===== config.mk =====
export PLATFORM = sky130hd
export DESIGN_NAME = recfg_sequencer
export DESIGN_NICKNAME = d
export VERILOG_FILES = /design/src/rtl/recfg_pkg.sv /design/src/rtl/recfg_cycle_ctr.sv /design/src/rtl/recfg_table.sv /design/src/rtl/recfg_fsm.sv /design/src/rtl/recfg_sequencer.sv
export SDC_FILE = /design/constraint.sdc
export NUM_CORES = 1
export LEC_CHECK = 0
export ABC_AREA = 1
export BUFFER_PORTS_ARGS = -buffer_cell sky130_fd_sc_hd__buf_2
export CORE_ASPECT_RATIO = 1.75
export CORE_MARGIN = 8
export CORE_UTILIZATION = 50
export DETAILED_ROUTE_END_ITERATION = 10
export PLACE_DENSITY = 0.63
export SLEW_MARGIN = 40
export SYNTH_ARGS = -nofsm -noshare
export SYNTH_HDL_FRONTEND = slang
export SYNTH_SLANG_ARGS = --single-unit

===== constraint.sdc =====
create_clock -name clk -period 3.5 [get_ports clk]
set_input_delay 0.7 -clock clk [delete_from_list [all_inputs] [get_ports clk]]
set_output_delay 0.7 -clock clk [all_outputs]
set_load 0.05 [all_outputs]

===== src/rtl/recfg_pkg.sv =====
`timescale 1ns/1ps
package recfg_pkg;

   // Sequencer phases; IDLE precedes the first go, DONE follows the last row
   typedef enum logic [2:0] {
      ST_IDLE  = 3'd0,
      ST_RUN   = 3'd1,
      ST_DRAIN = 3'd2,
      ST_FLUSH = 3'd3,
      ST_LOAD  = 3'd4,
      ST_DONE  = 3'd5
   } recfg_state_e;

   function automatic logic table_open(input recfg_state_e s);
      return (s == ST_IDLE) || (s == ST_DONE);
   endfunction

endpackage


===== src/rtl/recfg_cycle_ctr.sv =====
`timescale 1ns/1ps
module recfg_cycle_ctr #(
   parameter int TIME_W = 16
) (
   input  logic              clk,
   input  logic              rst_n,
   input  logic              clr,
   input  logic              en,
   output logic [TIME_W-1:0] count
);

   localparam logic [TIME_W-1:0] CNT_MAX = '1;

   // saturating time base; cleared by an accepted start
   always_ff @(posedge clk or negedge rst_n) begin
      if (!rst_n) begin
         count <= '0;
      end else if (clr) begin
         count <= '0;
      end else if (en && (count != CNT_MAX)) begin
         count <= count + TIME_W'(1);
      end
   end

endmodule


===== src/rtl/recfg_table.sv =====
`timescale 1ns/1ps
module recfg_table #(
   parameter int MAX_ENTRIES = 8,
   parameter int TIME_W      = 16,
   parameter int DUR_W       = 8,
   parameter bit CLEAR_ON_RESET = 1'b1,
   localparam int IDX_W = $clog2(MAX_ENTRIES),
   localparam int CNT_W = $clog2(MAX_ENTRIES + 1)
) (
   input  logic              clk,
   input  logic              rst_n,
   input  logic              wr_ok,
   input  logic              we,
   input  logic [IDX_W-1:0]  waddr,
   input  logic [TIME_W-1:0] wstop,
   input  logic [DUR_W-1:0]  wdrain,
   input  logic [DUR_W-1:0]  wload,
   input  logic [CNT_W-1:0]  raddr,
   output logic [TIME_W-1:0] rstop,
   output logic [DUR_W-1:0]  rdrain,
   output logic [DUR_W-1:0]  rload
);

   logic [TIME_W-1:0] stop_q  [MAX_ENTRIES];
   logic [DUR_W-1:0]  drain_q [MAX_ENTRIES];
   logic [DUR_W-1:0]  load_q  [MAX_ENTRIES];

   for (genvar i = 0; i < MAX_ENTRIES; i++) begin : g_row
      logic hit;
      assign hit = wr_ok && we && (waddr == IDX_W'(i));

      if (CLEAR_ON_RESET) begin : g_clr
         always_ff @(posedge clk or negedge rst_n) begin
            if (!rst_n) begin
               stop_q[i]  <= '0;
               drain_q[i] <= '0;
               load_q[i]  <= '0;
            end else if (hit) begin
               stop_q[i]  <= wstop;
               drain_q[i] <= wdrain;
               load_q[i]  <= wload;
            end
         end
      end else begin : g_keep
         always_ff @(posedge clk) begin
            if (hit) begin
               stop_q[i]  <= wstop;
               drain_q[i] <= wdrain;
               load_q[i]  <= wload;
            end
         end
      end


      row_frozen_chk: assert property (@(posedge clk) disable iff (!rst_n)
         !wr_ok |=> ($stable(stop_q[i]) && $stable(drain_q[i]) && $stable(load_q[i])));
   end

   logic in_range;
   assign in_range = (raddr < CNT_W'(MAX_ENTRIES));

   always_comb begin
      rstop  = '0;
      rdrain = '0;
      rload  = '0;
      if (in_range) begin
         rstop  = stop_q[raddr[IDX_W-1:0]];
         rdrain = drain_q[raddr[IDX_W-1:0]];
         rload  = load_q[raddr[IDX_W-1:0]];
      end
   end

endmodule


===== src/rtl/recfg_fsm.sv =====
`timescale 1ns/1ps
module recfg_fsm
   import recfg_pkg::*;
#(
   parameter int MAX_ENTRIES = 8,
   parameter int TIME_W      = 16,
   parameter int DUR_W       = 8,
   localparam int CNT_W = $clog2(MAX_ENTRIES + 1)
) (
   input  logic              clk,
   input  logic              rst_n,
   input  logic              go,
   input  logic [CNT_W-1:0]  len_in,
   input  logic [TIME_W-1:0] cyc,
   input  logic [TIME_W-1:0] e_stop,
   input  logic [DUR_W-1:0]  e_drain,
   input  logic [DUR_W-1:0]  e_load,
   output recfg_state_e      st,
   output logic [CNT_W-1:0]  tr
);

   localparam logic [CNT_W-1:0] DEPTH = CNT_W'(MAX_ENTRIES);

   logic [CNT_W-1:0]  len_q;
   logic [DUR_W-1:0]  win;
   logic [TIME_W:0]   cyc_nx;
   logic              stop_due;
   logic [CNT_W-1:0]  len_clip;

   assign cyc_nx   = {1'b0, cyc} + (TIME_W+1)'(1);
   assign stop_due = (cyc_nx >= {1'b0, e_stop});
   assign len_clip = (len_in > DEPTH) ? DEPTH : len_in;

   always_ff @(posedge clk or negedge rst_n) begin
      if (!rst_n) begin
         st    <= ST_IDLE;
         tr    <= '0;
         len_q <= '0;
         win   <= '0;
      end else begin
         case (st)
            ST_IDLE, ST_DONE: begin
               if (go) begin
                  st    <= ST_RUN;
                  tr    <= '0;
                  len_q <= len_clip;
               end
            end
            ST_RUN: begin
               if (tr >= len_q) begin
                  st <= ST_DONE;
               end else if (stop_due) begin
                  if (e_drain <= DUR_W'(1)) begin
                     st <= ST_FLUSH;
                  end else begin
                     st  <= ST_DRAIN;
                     win <= e_drain - DUR_W'(2);
                  end
               end
            end
            ST_DRAIN: begin
               if (win == '0) st <= ST_FLUSH;
               else           win <= win - DUR_W'(1);
            end
            ST_FLUSH: begin
               if (e_load == '0) begin
                  st <= ST_RUN;
                  tr <= tr + CNT_W'(1);
               end else begin
                  st  <= ST_LOAD;
                  win <= e_load - DUR_W'(1);
               end
            end
            ST_LOAD: begin
               if (win == '0) begin
                  st <= ST_RUN;
                  tr <= tr + CNT_W'(1);
               end else begin
                  win <= win - DUR_W'(1);
               end
            end
            default: st <= ST_IDLE;
         endcase
      end
   end


   flush_single_chk: assert property (@(posedge clk) disable iff (!rst_n)
      (st == ST_FLUSH) |=> (st != ST_FLUSH));


   load_entry_chk: assert property (@(posedge clk) disable iff (!rst_n)
      $rose(st == ST_LOAD) |-> $past(st == ST_FLUSH));


   idx_step_chk: assert property (@(posedge clk) disable iff (!rst_n)
      ((st == ST_RUN) && ($past(st) == ST_FLUSH || $past(st) == ST_LOAD))
      |-> (tr == $past(tr) + CNT_W'(1)));


   idx_bound_chk: assert property (@(posedge clk) disable iff (!rst_n)
      (st != ST_IDLE) |-> (tr <= len_q && len_q <= DEPTH));

endmodule


===== src/rtl/recfg_sequencer.sv =====
`timescale 1ns/1ps
module recfg_sequencer
   import recfg_pkg::*;
#(
   parameter int MAX_ENTRIES = 8,
   parameter int TIME_W      = 16,
   parameter int DUR_W       = 8,
   parameter bit CLEAR_TABLE_ON_RESET = 1'b1,
   localparam int IDX_W = $clog2(MAX_ENTRIES),
   localparam int CNT_W = $clog2(MAX_ENTRIES + 1)
) (
   input  logic              clk,
   input  logic              rst_n,
   input  logic              cfg_we,
   input  logic [IDX_W-1:0]  cfg_addr,
   input  logic [TIME_W-1:0] cfg_stop,
   input  logic [DUR_W-1:0]  cfg_drain,
   input  logic [DUR_W-1:0]  cfg_load,
   input  logic              seq_go,
   input  logic [CNT_W-1:0]  seq_len,
   input  logic              net_empty,
   output logic              in_en,
   output logic              flush,
   output logic              load_strobe,
   output logic [CNT_W-1:0]  cfg_idx,
   output logic [TIME_W-1:0] cycle
);

   if (MAX_ENTRIES < 2) begin : g_bad_depth
      $error("recfg_sequencer: MAX_ENTRIES must be at least 2");
   end
   if (TIME_W < 2) begin : g_bad_time
      $error("recfg_sequencer: TIME_W must be at least 2");
   end
   if (DUR_W < 2) begin : g_bad_dur
      $error("recfg_sequencer: DUR_W must be at least 2");
   end

   recfg_state_e      st;
   logic [CNT_W-1:0]  tr;
   logic [TIME_W-1:0] e_stop;
   logic [DUR_W-1:0]  e_drain;
   logic [DUR_W-1:0]  e_load;
   logic              open_q;
   logic              go_ok;

   assign open_q = table_open(st);
   assign go_ok  = open_q && seq_go;

   recfg_table #(
      .MAX_ENTRIES   (MAX_ENTRIES),
      .TIME_W        (TIME_W),
      .DUR_W         (DUR_W),
      .CLEAR_ON_RESET(CLEAR_TABLE_ON_RESET)
   ) u_table (
      .clk   (clk),
      .rst_n (rst_n),
      .wr_ok (open_q),
      .we    (cfg_we),
      .waddr (cfg_addr),
      .wstop (cfg_stop),
      .wdrain(cfg_drain),
      .wload (cfg_load),
      .raddr (tr),
      .rstop (e_stop),
      .rdrain(e_drain),
      .rload (e_load)
   );

   recfg_cycle_ctr #(
      .TIME_W(TIME_W)
   ) u_clock (
      .clk  (clk),
      .rst_n(rst_n),
      .clr  (go_ok),
      .en   (st != ST_IDLE),
      .count(cycle)
   );

   recfg_fsm #(
      .MAX_ENTRIES(MAX_ENTRIES),
      .TIME_W     (TIME_W),
      .DUR_W      (DUR_W)
   ) u_fsm (
      .clk    (clk),
      .rst_n  (rst_n),
      .go     (go_ok),
      .len_in (seq_len),
      .cyc    (cycle),
      .e_stop (e_stop),
      .e_drain(e_drain),
      .e_load (e_load),
      .st     (st),
      .tr     (tr)
   );

   assign in_en       = (st == ST_RUN) || (st == ST_DONE);
   assign flush       = (st == ST_FLUSH) && !net_empty;
   assign load_strobe = (st == ST_LOAD);
   assign cfg_idx     = tr;


   no_open_load_chk: assert property (@(posedge clk) disable iff (!rst_n)
      !(in_en && (load_strobe || flush)));


   start_zero_chk: assert property (@(posedge clk) disable iff (!rst_n)
      go_ok |=> (cycle == '0 && cfg_idx == '0 && in_en));


   stop_respected_chk: assert property (@(posedge clk) disable iff (!rst_n)
      $fell(in_en) |-> (cycle >= e_stop));

endmodule


==> run_results.csv, run 1 <==
group,metric,value,unit
global_routing,antenna_found_initial,0,
worst_setup_path,r2r-start,"u_clock.count[0]$_DFFE_PN0P_",
floorplan,initial_core_util,50.8,%
sta,clock_skew,0.0100,ns
cells_and_area,synthToLayoutAreaGrowth,12.5,%
global_routing,grt_max_degree,82,
worst_setup_path,crit_cells,17,
floorplan,core_area,0.0286,mm2
worst_setup_path,rr_worst_depth,17,
sta,fmax,0.309,GHz
worst_setup_path,slowest_delay,0.41,ns
worst_setup_path,path_max_fanout,12,
routing,route.final.wire_length,40.6,mm
routing,first_pass_iters,7,
placed_design,dp_hpwl,26.4,mm
sta,max_slew_margin,48.0,%
status,status,"finished clean",
cells_and_area,drive_gt1_share,10.5,%
logic_synthesis,synth_nets,1895,
sta,setup_violations,0,
logic_synthesis,synth_cells,1827,
worst_setup_path,endpoint_kind,"flop",
worst_setup_path,crit_chain,"nand3_1 > or2_1 > nor2_1 > nand4_1 > nand2b_4 > nor3_1 > xor2_1 > inv_1 > ha_1 > nand4_1 > nor4_2 > nand2_1 > nand4_1 > nand2_2 > inv_4 > nor2_1 > nor2_1",
routing,first_iter_violations,922,
global_routing,grt_usage,23.4,%
clocking,clock_sinks,291,
sta,tightest_slew,0.778,ns
logic_synthesis,yosysWarnings,0,
worst_setup_path,critPathSlowestCell,"dfrtp_2",
logic_synthesis,ys_top_cells_by_area,"dfrtp_1, nand2_1, o21ai_1",
run,maxCapViolCount,0,
power_and_ir_drop,power_density,922,mW/mm2
sta,fin_tns_setup,0,ns
clocking,insertion_delay,0.55,ns
routing,vias,12400,
floorplan,dieArea,0.0350,mm2
worst_setup_path,crit_path_start,"u_clock.count[0]$_DFFE_PN0P_",
logic_synthesis,synth_cell_types,42,
routing,viasPerCell,5.47,
routing,wl_per_cell,17.9,um
cells_and_area,finish.utilization,57.2,%
sta,finalCritPeriodShare,92.5,%
clocking,path_clk_slew,0.07,ns
logic_synthesis,yosysSeqAreaShare,50.0,%
clocking,root_buffer,"clkbuf_16",
clocking,htree_levels,1,
clocking,cts.path.max_buffers,3,
floorplan,ios,67,
logic_synthesis,yosysTopAreaCell,"dfrtp_1",
routing,drc_errors,0,
worst_setup_path,criticalPathCategory,"reg2reg",
cells_and_area,final_cell_mix,"nand2_1, dfrtp_1, o21ai_1, nor2_1, inv_1",
logic_synthesis,ys_ff_latch,291,
global_routing,overflow,0,
worst_setup_path,crit_family,"simple AND/OR/NAND/NOR gates",
floorplan,rows,82,
floorplan,die_y,242,um
worst_setup_path,cp_num_buf_inv,2,
worst_setup_path,crit_required,3.98,ns
worst_setup_path,critPathArrivalTime,3.72,ns
power_and_ir_drop,vdd_drop_max,0.000509,V
routing,final_antenna_net_count,0,
placed_design,routabilityCongestion,0.892,
worst_setup_path,r2r-end,"u_fsm.win[7]$_DFFE_PN0P_",
logic_synthesis,synth_top_area_share,50.0,%
global_routing,first_global_vias,12500,
worst_setup_path,reg2reg_slack,0.26,ns
floorplan,fp.dieW,145,um
clocking,cts_made_buffers,28,
clocking,cts_tree,"done",
worst_setup_path,critPathCapture,"u_fsm.win[7]$_DFFE_PN0P_",
sta,finalHoldViolations,0,
cells_and_area,antenna_cells,0,
cells_and_area,nFillCells,2702,
logic_synthesis,avgSynthCellArea,7.97,um2
logic_synthesis,syn_area,0.0146,mm2
hold_path,hp-class,"in2async",
worst_setup_path,start_kind,"flop",
cells_and_area,final_nets,1935,
sta,final_max_slew_viol_count,0,
cells_and_area,final_common_cell,"nand2_1",
power_and_ir_drop,p_leak,8.15,nW
placed_design,buffer_ports.inserted,66,
sta,period_needed,3.24,ns
global_routing,grt_pass1_wl,66.9,mm
area by class of cell:
cell class / count / area [um2] / area share (%)
clock buffer: 37 / 806 / 4.92
clock inverter: 13 / 145 / 0.886
tap: 378 / 473 / 2.89
sequential: 291 / 7290 / 44.5
timing repair buffer: 115 / 890 / 5.43
multi-input combinational: 1278 / 6200 / 37.8
inverter: 153 / 582 / 3.55
power breakdown:
group	internal (mW)	leakage (nW)	total [mW]	switching, mW
logic	2.22	3.98	6.17	3.95
registers	4.92	3.70	5.77	0.851
clock network	1.83	0.471	3.15	1.32
total	8.98	8.15	15.1	6.12
through the flow:
step                      hold slack, ns  std cells  area (um2)  power, mW  setup slack, ns
final                              0.124       2265       16400       15.1            0.264
after global routing               0.168       2265       16400       16.4          -0.0109
after CTS                          0.144       2261       16300       15.1            0.127
after detailed placement           0.473       2211       15300       11.9            0.164
after global placement             0.466       2207       15200       11.8            0.265
after floorplan                    0.404       1827       14600       10.2            0.118
how the worst min path moves through the flow:
stage	start	endpoint	slack, ns	cells past startpoint
after floorplan	rst_n	u_clock.count[0]$_DFFE_PN0P_	0.40	0
after global placement	u_table.stop_q[96]$_DFFE_PN0P_	u_table.stop_q[96]$_DFFE_PN0P_	0.47	2
after detailed placement	u_table.drain_q[40]$_DFFE_PN0P_	u_table.drain_q[40]$_DFFE_PN0P_	0.47	2
after CTS	rst_n	u_table.stop_q[87]$_DFFE_PN0P_	0.14	1
after global routing	rst_n	u_table.stop_q[119]$_DFFE_PN0P_	0.17	1
final	rst_n	u_table.stop_q[119]$_DFFE_PN0P_	0.12	1
cells by family (layout without fill, tap and decap cells):
group / Yosys count / count (layout) / synth area share [%]
AO/OA/AOI/OAI: 448 / 448 / 16.6
XOR/XNOR: 13 / 13 / 0.782
adder cells (fa/ha/maj): 24 / 24 / 2.06
AND/OR/NAND/NOR: 793 / 793 / 23.1
flip-flops: 291 / 291 / 50.0
buffers and inverters: 258 / 318 / 7.50
what timing repair did:
item                       in CTS  in global routing
hold buffers                    0                  0
hold endpoints to repair        0                  0
setup buffers                   0                  1
setup endpoints to repair       0                  9
gates resized for setup         0                  5
state kept, by name, summed over array words and instances, names as in the netlist:
name,count
u_table.stop_q,128
u_table.drain_q,64
u_table.load_q,64
u_clock.count,16
u_fsm.win,8
u_fsm.len_q,4
u_fsm.tr,4
u_fsm.st,3
synthesized netlist by cell type (all sizes together):
cell	n
a21oi	16
nand3	99
o21bai	3
nand4	23
nand2b	1
dfrtp	291
o211ai	19
clkinv	1
nand3b	2
nor2	153
or2	2
o22ai	23
clkbuf	45
ha	24
inv	152
a22o	1
o21ai	370
nor4	1
nand2	505
o221ai	15
xor2	12
buf	60
nor3	7
xnor2	1
a31oi	1
per-layer routing:
layer | routed length, um | global-route usage, % | share of wire [%]
met1 | 16000 | 26.9 | 39
met2 | 21400 | 42.9 | 53
met3 | 1520 | 2.11 | 3.8
met4 | 1730 | 10.6 | 4.3
met5 | 0 | 0 | 0
Power figures use the tool's default switching activity.
==> inputs of run 2 (changes only) <==
--- a/config.mk
+++ b/config.mk
@@ -7,10 +7,10 @@
 export LEC_CHECK = 0
 export ABC_AREA = 1
 export BUFFER_PORTS_ARGS = -buffer_cell sky130_fd_sc_hd__buf_2
-export CORE_ASPECT_RATIO = 1.75
 export CORE_MARGIN = 8
 export CORE_UTILIZATION = 50
 export DETAILED_ROUTE_END_ITERATION = 10
+export GPL_TIMING_DRIVEN = 0
 export PLACE_DENSITY = 0.63
 export SLEW_MARGIN = 40
 export SYNTH_ARGS = -nofsm -noshare
==> run_results.csv, run 2 (synthesized netlist as in run 1, its figures left out) <==
group,metric,value,unit
worst_setup_path,crit_family,"simple AND/OR/NAND/NOR gates",
routing,wl_per_cell,20.0,um
cells_and_area,antenna_cells,0,
clocking,clock_sinks,291,
cells_and_area,top_regs,"u_table.stop_q x128, u_table.drain_q x64, u_table.load_q x64",
global_routing,grt_pass1_wl,74.4,mm
floorplan,dieArea,0.0348,mm2
worst_setup_path,endpoint_kind,"flop",
clocking,cts_hold_buf,0,
floorplan,die_y,187,um
sta,fmax,0.302,GHz
hold_path,hp-class,"in2async",
floorplan,rows,62,
floorplan,ios,67,
sta,finalHoldViolations,0,
routing,m1WireLength,20.4,mm
power_and_ir_drop,power_density,947,mW/mm2
routing,first_pass_iters,5,
floorplan,fp.dieW,187,um
clocking,insertion_delay,0.52,ns
placed_design,dp_hpwl,32.0,mm
sta,setup_violations,0,
cells_and_area,design_area,0.0170,mm2
cells_and_area,nFillCells,2749,
worst_setup_path,criticalPathCategory,"reg2reg",
routing,viasPerCell,5.69,
routing,first_iter_violations,1263,
sta,clock_skew,0.00938,ns
cells_and_area,final_common_cell,"nand2_1",
cells_and_area,finish.utilization,59.3,%
run,maxCapViolCount,0,
sta,finalCritPeriodShare,94.7,%
clocking,root_buffer,"clkbuf_16",
global_routing,first_global_vias,13000,
worst_setup_path,crit_chain,"buf_12 > clkinv_8 > clkbuf_2 > nor2_1 > o22ai_1 > o211ai_1 > ha_1 > nand2_1 > inv_1 > o21bai_1 > a21oi_1 > nor2_1 > nor2_1 > nor2_2 > nand4_1 > nand2_2 > inv_2 > buf_6 > nand2_1 > o21ai_2",
clocking,cts_tree,"done",
sta,period_needed,3.31,ns
worst_setup_path,path_max_fanout,19,
cells_and_area,drive_gt1_share,13.4,%
global_routing,grt_usage,26.7,%
routing,final_antenna_net_count,0,
routing,route.final.wire_length,46.9,mm
routing,vias,13400,
worst_setup_path,critPathArrivalTime,3.72,ns
cells_and_area,regMostFlops,"u_table.stop_q",
routing,drc_errors,0,
clocking,path_clk_slew,0.06,ns
floorplan,core_area,0.0287,mm2
clocking,cts.path.max_buffers,3,
sta,final_max_slew_viol_count,0,
routing,routed-wl-met2,20.8,mm
power_and_ir_drop,vdd_drop_max,0.000391,V
placed_design,routabilityCongestion,0.879,
worst_setup_path,slowest_delay,0.40,ns
routing,wl_met3,4.49,mm
sta,max_slew_margin,50.9,%
global_routing,antenna_found_initial,0,
clocking,cts_made_buffers,34,
global_routing,overflow,0,
global_routing,grt_max_degree,74,
cells_and_area,final_cell_mix,"nand2_1, dfrtp_1, o21ai_1, inv_1, nor2_1",
floorplan,initial_core_util,50.7,%
worst_setup_path,crit_required,3.91,ns
cells_and_area,final_nets,2008,
clocking,htree_levels,2,
cells_and_area,synthToLayoutAreaGrowth,16.9,%
worst_setup_path,critPathMostFrequentCell,"nor2_1",
power_and_ir_drop,p_leak,8.44,nW
cells_and_area,largest_reg_flops,128,
worst_setup_path,cp_num_buf_inv,6,
worst_setup_path,critPathSlowestCell,"dfrtp_2",
placed_design,dpl-instance-area,0.0155,mm2
routing,top_layer_used,"met4",
worst_setup_path,start_kind,"flop",
sta,tightest_slew,0.736,ns
status,status,"finished clean",
placed_design,buffer_ports.inserted,63,
## run 2: cell count changes in the layout (fill, tap and decap cells not counted), sizes merged
| cell | change |
|---|---|
| clkinvlp | -1 |
| buf | +38 |
| bufinv | -1 |
| clkbuf | +42 |
| clkinv | -1 |
## run 2: cell type report
| cell class | count | area [um2] | area share, % |
|---|---|---|---|
| Sequential cell | 291 | 7290 | 42.8 |
| Multi-Input combinational cell | 1278 | 6260 | 36.8 |
| Clock buffer | 50 | 1020 | 6.01 |
| Buffer | 103 | 748 | 4.40 |
| Inverter | 153 | 592 | 3.48 |
| Timing Repair Buffer | 79 | 526 | 3.09 |
| Tap cell | 384 | 480 | 2.82 |
| Clock inverter | 10 | 106 | 0.625 |
## run 2: per-stage QoR
stage,setup WS (ns),hold WS [ns],cells,power [mW],TNS [ns]
finish,0.185,0.0612,2348,16.1,0
global route,-0.0144,0.0849,2348,17.3,-0.0215
CTS,0.00561,0.0716,2340,15.8,0
detailed placement,-1.07,0.473,2278,12.1,-10.71
global placement,-3.83,0.465,2274,11.8,-1118.41
floorplan,0.118,0.404,1827,10.2,0
## run 2: path summary, 6_finish.rpt
| check | from | end | slack [ns] | cells past startpoint |
|---|---|---|---|---|
| min in group clk | seq_len[0] | u_fsm.len_q[0]$_DFFE_PN0P_ | 0.40 | 2 |
| worst min register to register | u_table.stop_q[64]$_DFFE_PN0P_ | u_table.stop_q[64]$_DFFE_PN0P_ | 0.48 | 2 |
| worst max register to register | u_fsm.tr[0]$_DFFE_PN0P_ | u_fsm.win[1]$_DFFE_PN0P_ | 0.19 | 20 |
| max in group asynchronous | rst_n | u_table.load_q[12]$_DFFE_PN0P_ | 2.43 | 3 |
| worst min-delay path | rst_n | u_clock.count[8]$_DFFE_PN0P_ | 0.06 | 1 |
| worst max-delay path | u_fsm.tr[0]$_DFFE_PN0P_ | u_fsm.win[1]$_DFFE_PN0P_ | 0.19 | 20 |
## run 2: timing repair
item                                   4_1_cts  5_1_grt
endpoints found under the hold margin        0        0
resized for setup                           71       59
cloned                                       0        0
buffers inserted                             3        9
pin swaps                                    9       24
setup endpoints to repair                   11       10
## run 2: per-layer routing
metal | vias to the layer above | GRT usage (%)
met3 | 95 | 6.23
met5 | - | 0
met1 | 6445 | 37.4
li1 | 6251 | -
met4 | 0 | 8.03
met2 | 565 | 40.6
## run 2: where the power goes
part	internal (mW)	switching, mW	total [mW]
Clock	2.17	1.43	3.60
Combinational	2.47	4.26	6.73
Sequential	4.93	0.853	5.78
==> inputs of run 3 (changes only) <==
--- a/config.mk
+++ b/config.mk
@@ -11,7 +11,7 @@
 export CORE_UTILIZATION = 50
 export DETAILED_ROUTE_END_ITERATION = 10
 export GPL_TIMING_DRIVEN = 0
-export PLACE_DENSITY = 0.63
+export PLACE_DENSITY = 0.66
 export SLEW_MARGIN = 40
 export SYNTH_ARGS = -nofsm -noshare
 export SYNTH_HDL_FRONTEND = slang
==> constraint.sdc (replaced) <==
create_clock -name clk -period 2.8 [get_ports clk]
set_input_delay 0.56 -clock clk [delete_from_list [all_inputs] [get_ports clk]]
set_output_delay 0.56 -clock clk [all_outputs]
set_load 0.05 [all_outputs]
==> run_results.csv, run 3 (synthesized netlist as in run 1, its figures left out) <==
group,metric,value,unit
status,status,"finished, violations left",
status,violations,"setup timing",
cells_and_area,antenna_cells,0,
worst_setup_path,start_kind,"flop",
cells_and_area,stdcell_count,2358,
run,maxCapViolCount,0,
worst_setup_path,slowest_delay,0.45,ns
power_and_ir_drop,power_frac_seq,35.5,%
power_and_ir_drop,power_density,1180,mW/mm2
clocking,htree_levels,1,
clocking,cts_tree,"done",
sta,setup_violations,11,
worst_setup_path,crit_required,3.31,ns
global_routing,antenna_found_initial,0,
worst_setup_path,critPathArrivalTime,3.96,ns
floorplan,ios,67,
power_and_ir_drop,total_power,20.4,mW
global_routing,grt_pass1_wl,73.8,mm
cells_and_area,design_area,0.0173,mm2
worst_setup_path,cp_num_buf_inv,8,
cells_and_area,multiInputGateArea,0.00636,mm2
routing,vias,13400,
sta,tightest_slew,0.731,ns
routing,final_antenna_net_count,0,
worst_setup_path,r2r-start,"u_fsm.tr[0]$_DFFE_PN0P_",
worst_setup_path,endpoint_kind,"flop",
routing,viasPerCell,5.69,
worst_setup_path,critPathSlowestCell,"o211ai_1",
routing,route.final.wire_length,46.5,mm
power_and_ir_drop,combPwrFrac,43.3,%
cells_and_area,drive_gt1_share,15.2,%
cells_and_area,top_regs,"u_table.stop_q x128, u_table.drain_q x64, u_table.load_q x64",
floorplan,die_y,187,um
worst_setup_path,criticalPathCategory,"reg2reg",
sta,final_max_slew_viol_count,0,
sta,finalHoldViolations,0,
power_and_ir_drop,p_sw,8.35,mW
placed_design,buffer_ports.inserted,63,
worst_setup_path,crit_family,"buffers and inverters",
sta,layout_setup_ws,-0.655,ns
clocking,insertion_delay,0.58,ns
sta,finalCritPeriodShare,123,%
cells_and_area,regMostFlops,"u_table.stop_q",
global_routing,overflow,0,
clocking,cts_made_buffers,31,
sta,max_slew_margin,51.3,%
cells_and_area,final_common_cell,"nand2_1",
placed_design,dp_cells,2278,
clocking,path_clk_slew,0.06,ns
hold_path,worstHoldStart,"seq_len[1]",
sta,clock_skew,0.0155,ns
routing,drc_errors,0,
power_and_ir_drop,intPower,12.1,mW
global_routing,first_global_vias,13000,
clocking,clock_sinks,291,
worst_setup_path,critPathMostFrequentCell,"buf_12",
routing,first_iter_violations,1308,
global_routing,grt_usage,26.1,%
placed_design,dp_slack,-1.35,ns
sta,fmax,0.289,GHz
sta,hold_ws,0.195,ns
power_and_ir_drop,clock_power_share,21.2,%
power_and_ir_drop,vdd_drop_max,0.000564,V
worst_setup_path,crit_chain,"buf_12 > buf_12 > clkbuf_16 > buf_12 > buf_4 > buf_6 > nor2_4 > o22ai_2 > o211ai_1 > ha_4 > nand4_1 > nor4_2 > nand2_1 > nand4_1 > nand2_2 > inv_4 > buf_8 > nand3_2 > nand2_1",
floorplan,core_area,0.0287,mm2
floorplan,fp.dieW,187,um
cells_and_area,final_nets,2019,
cells_and_area,synthToLayoutAreaGrowth,18.7,%
cells_and_area,final_cell_mix,"nand2_1, dfrtp_1, o21ai_1, inv_1, nor2_1",
clocking,root_buffer,"clkbuf_16",
worst_setup_path,crit_path_start,"u_fsm.tr[0]$_DFFE_PN0P_",
routing,first_pass_iters,6,
floorplan,initial_core_util,50.7,%
sta,period_needed,3.45,ns
global_routing,grt_max_degree,72,
cells_and_area,finish.utilization,60.2,%
floorplan,dieArea,0.0348,mm2
placed_design,dpl-instance-area,0.0156,mm2
hold_path,hp-class,"in2reg",
sta,rsz0062_at_grt,"true",
power_and_ir_drop,switching_share,40.8,%
worst_setup_path,path_max_fanout,7,
placed_design,routabilityCongestion,0.883,
cells_and_area,seqCellArea,0.00729,mm2
placed_design,dp_hpwl,31.4,mm
cells_and_area,largest_reg_flops,128,
sta,fin_tns_setup,-6.56,ns
routing,wl_per_cell,19.7,um
floorplan,rows,62,
power_and_ir_drop,p_leak,8.55,nW
cells_and_area,nFillCells,2603,
clocking,cts.path.max_buffers,3,
run 3: cell count changes in the layout (fill, tap and decap cells not counted), sizes merged:
cell         before  now
buf             153  157
clkbuf           79   82
bufinv            2    4
clkinv            8    7
clkinvlp          1    2
dlygate4sd3       0    1
run 3: cell type report:
class | instances | share of cell area (%)
Timing Repair Buffer | 94 | 3.89
Inverter | 153 | 3.50
Clock buffer | 44 | 5.24
Buffer | 102 | 4.61
Multi-Input combinational cell | 1278 | 36.8
Clock inverter | 12 | 0.963
Tap cell | 384 | 2.78
Sequential cell | 291 | 42.2
run 3: power by group through the flow:
| stage | Combinational, mW | Clock (mW) | Sequential [mW] |
|---|---|---|---|
| finish | 8.85 | 4.34 | 7.25 |
| global route | 9.87 | 4.53 | 7.45 |
| CTS | 8.53 | 4.37 | 7.21 |
| detailed placement | 7.89 | 0 | 7.24 |
| global placement | 7.66 | 0 | 7.20 |
| floorplan | 5.75 | 0 | 7.10 |
run 3: layer usage:
layer  vias up  wire [um]  GRT usage [%]
met5         -          0              0
met4         0       1270           7.21
met3       114       3910           4.29
met2       575      20900           41.3
met1      6465      20500           36.6
li1       6264          -              -
run 3: path summary, 6_finish.rpt:
kind	to	slack (ns)	depth (start not counted)
max in group asynchronous	u_table.load_q[13]$_DFFE_PN0P_	1.25	4
worst min register to register	u_table.stop_q[38]$_DFFE_PN0P_	0.48	2
worst min-delay path	u_fsm.len_q[1]$_DFFE_PN0P_	0.20	3
min in group asynchronous	u_table.stop_q[75]$_DFFE_PN0P_	0.48	2
worst max register to register	u_fsm.win[6]$_DFFE_PN0P_	-0.65	19
worst max-delay path	u_fsm.win[6]$_DFFE_PN0P_	-0.65	19
run 3: tightest hold or removal path: stages:
cell     delay, ns
buf_2         0.08
nand2_1       0.04
o21ai_0       0.06
run 3: timing repair:
| item | CTS | global route |
|---|---|---|
| resized for setup | 92 | 30 |
| cloned | 1 | 0 |
| pin swaps | 24 | 28 |
| hold buffers | 1 | 0 |
| setup endpoints to repair | 11 | 15 |
| endpoints found under the hold margin | 37 | 0 |
| setup buffers | 19 | 6 |
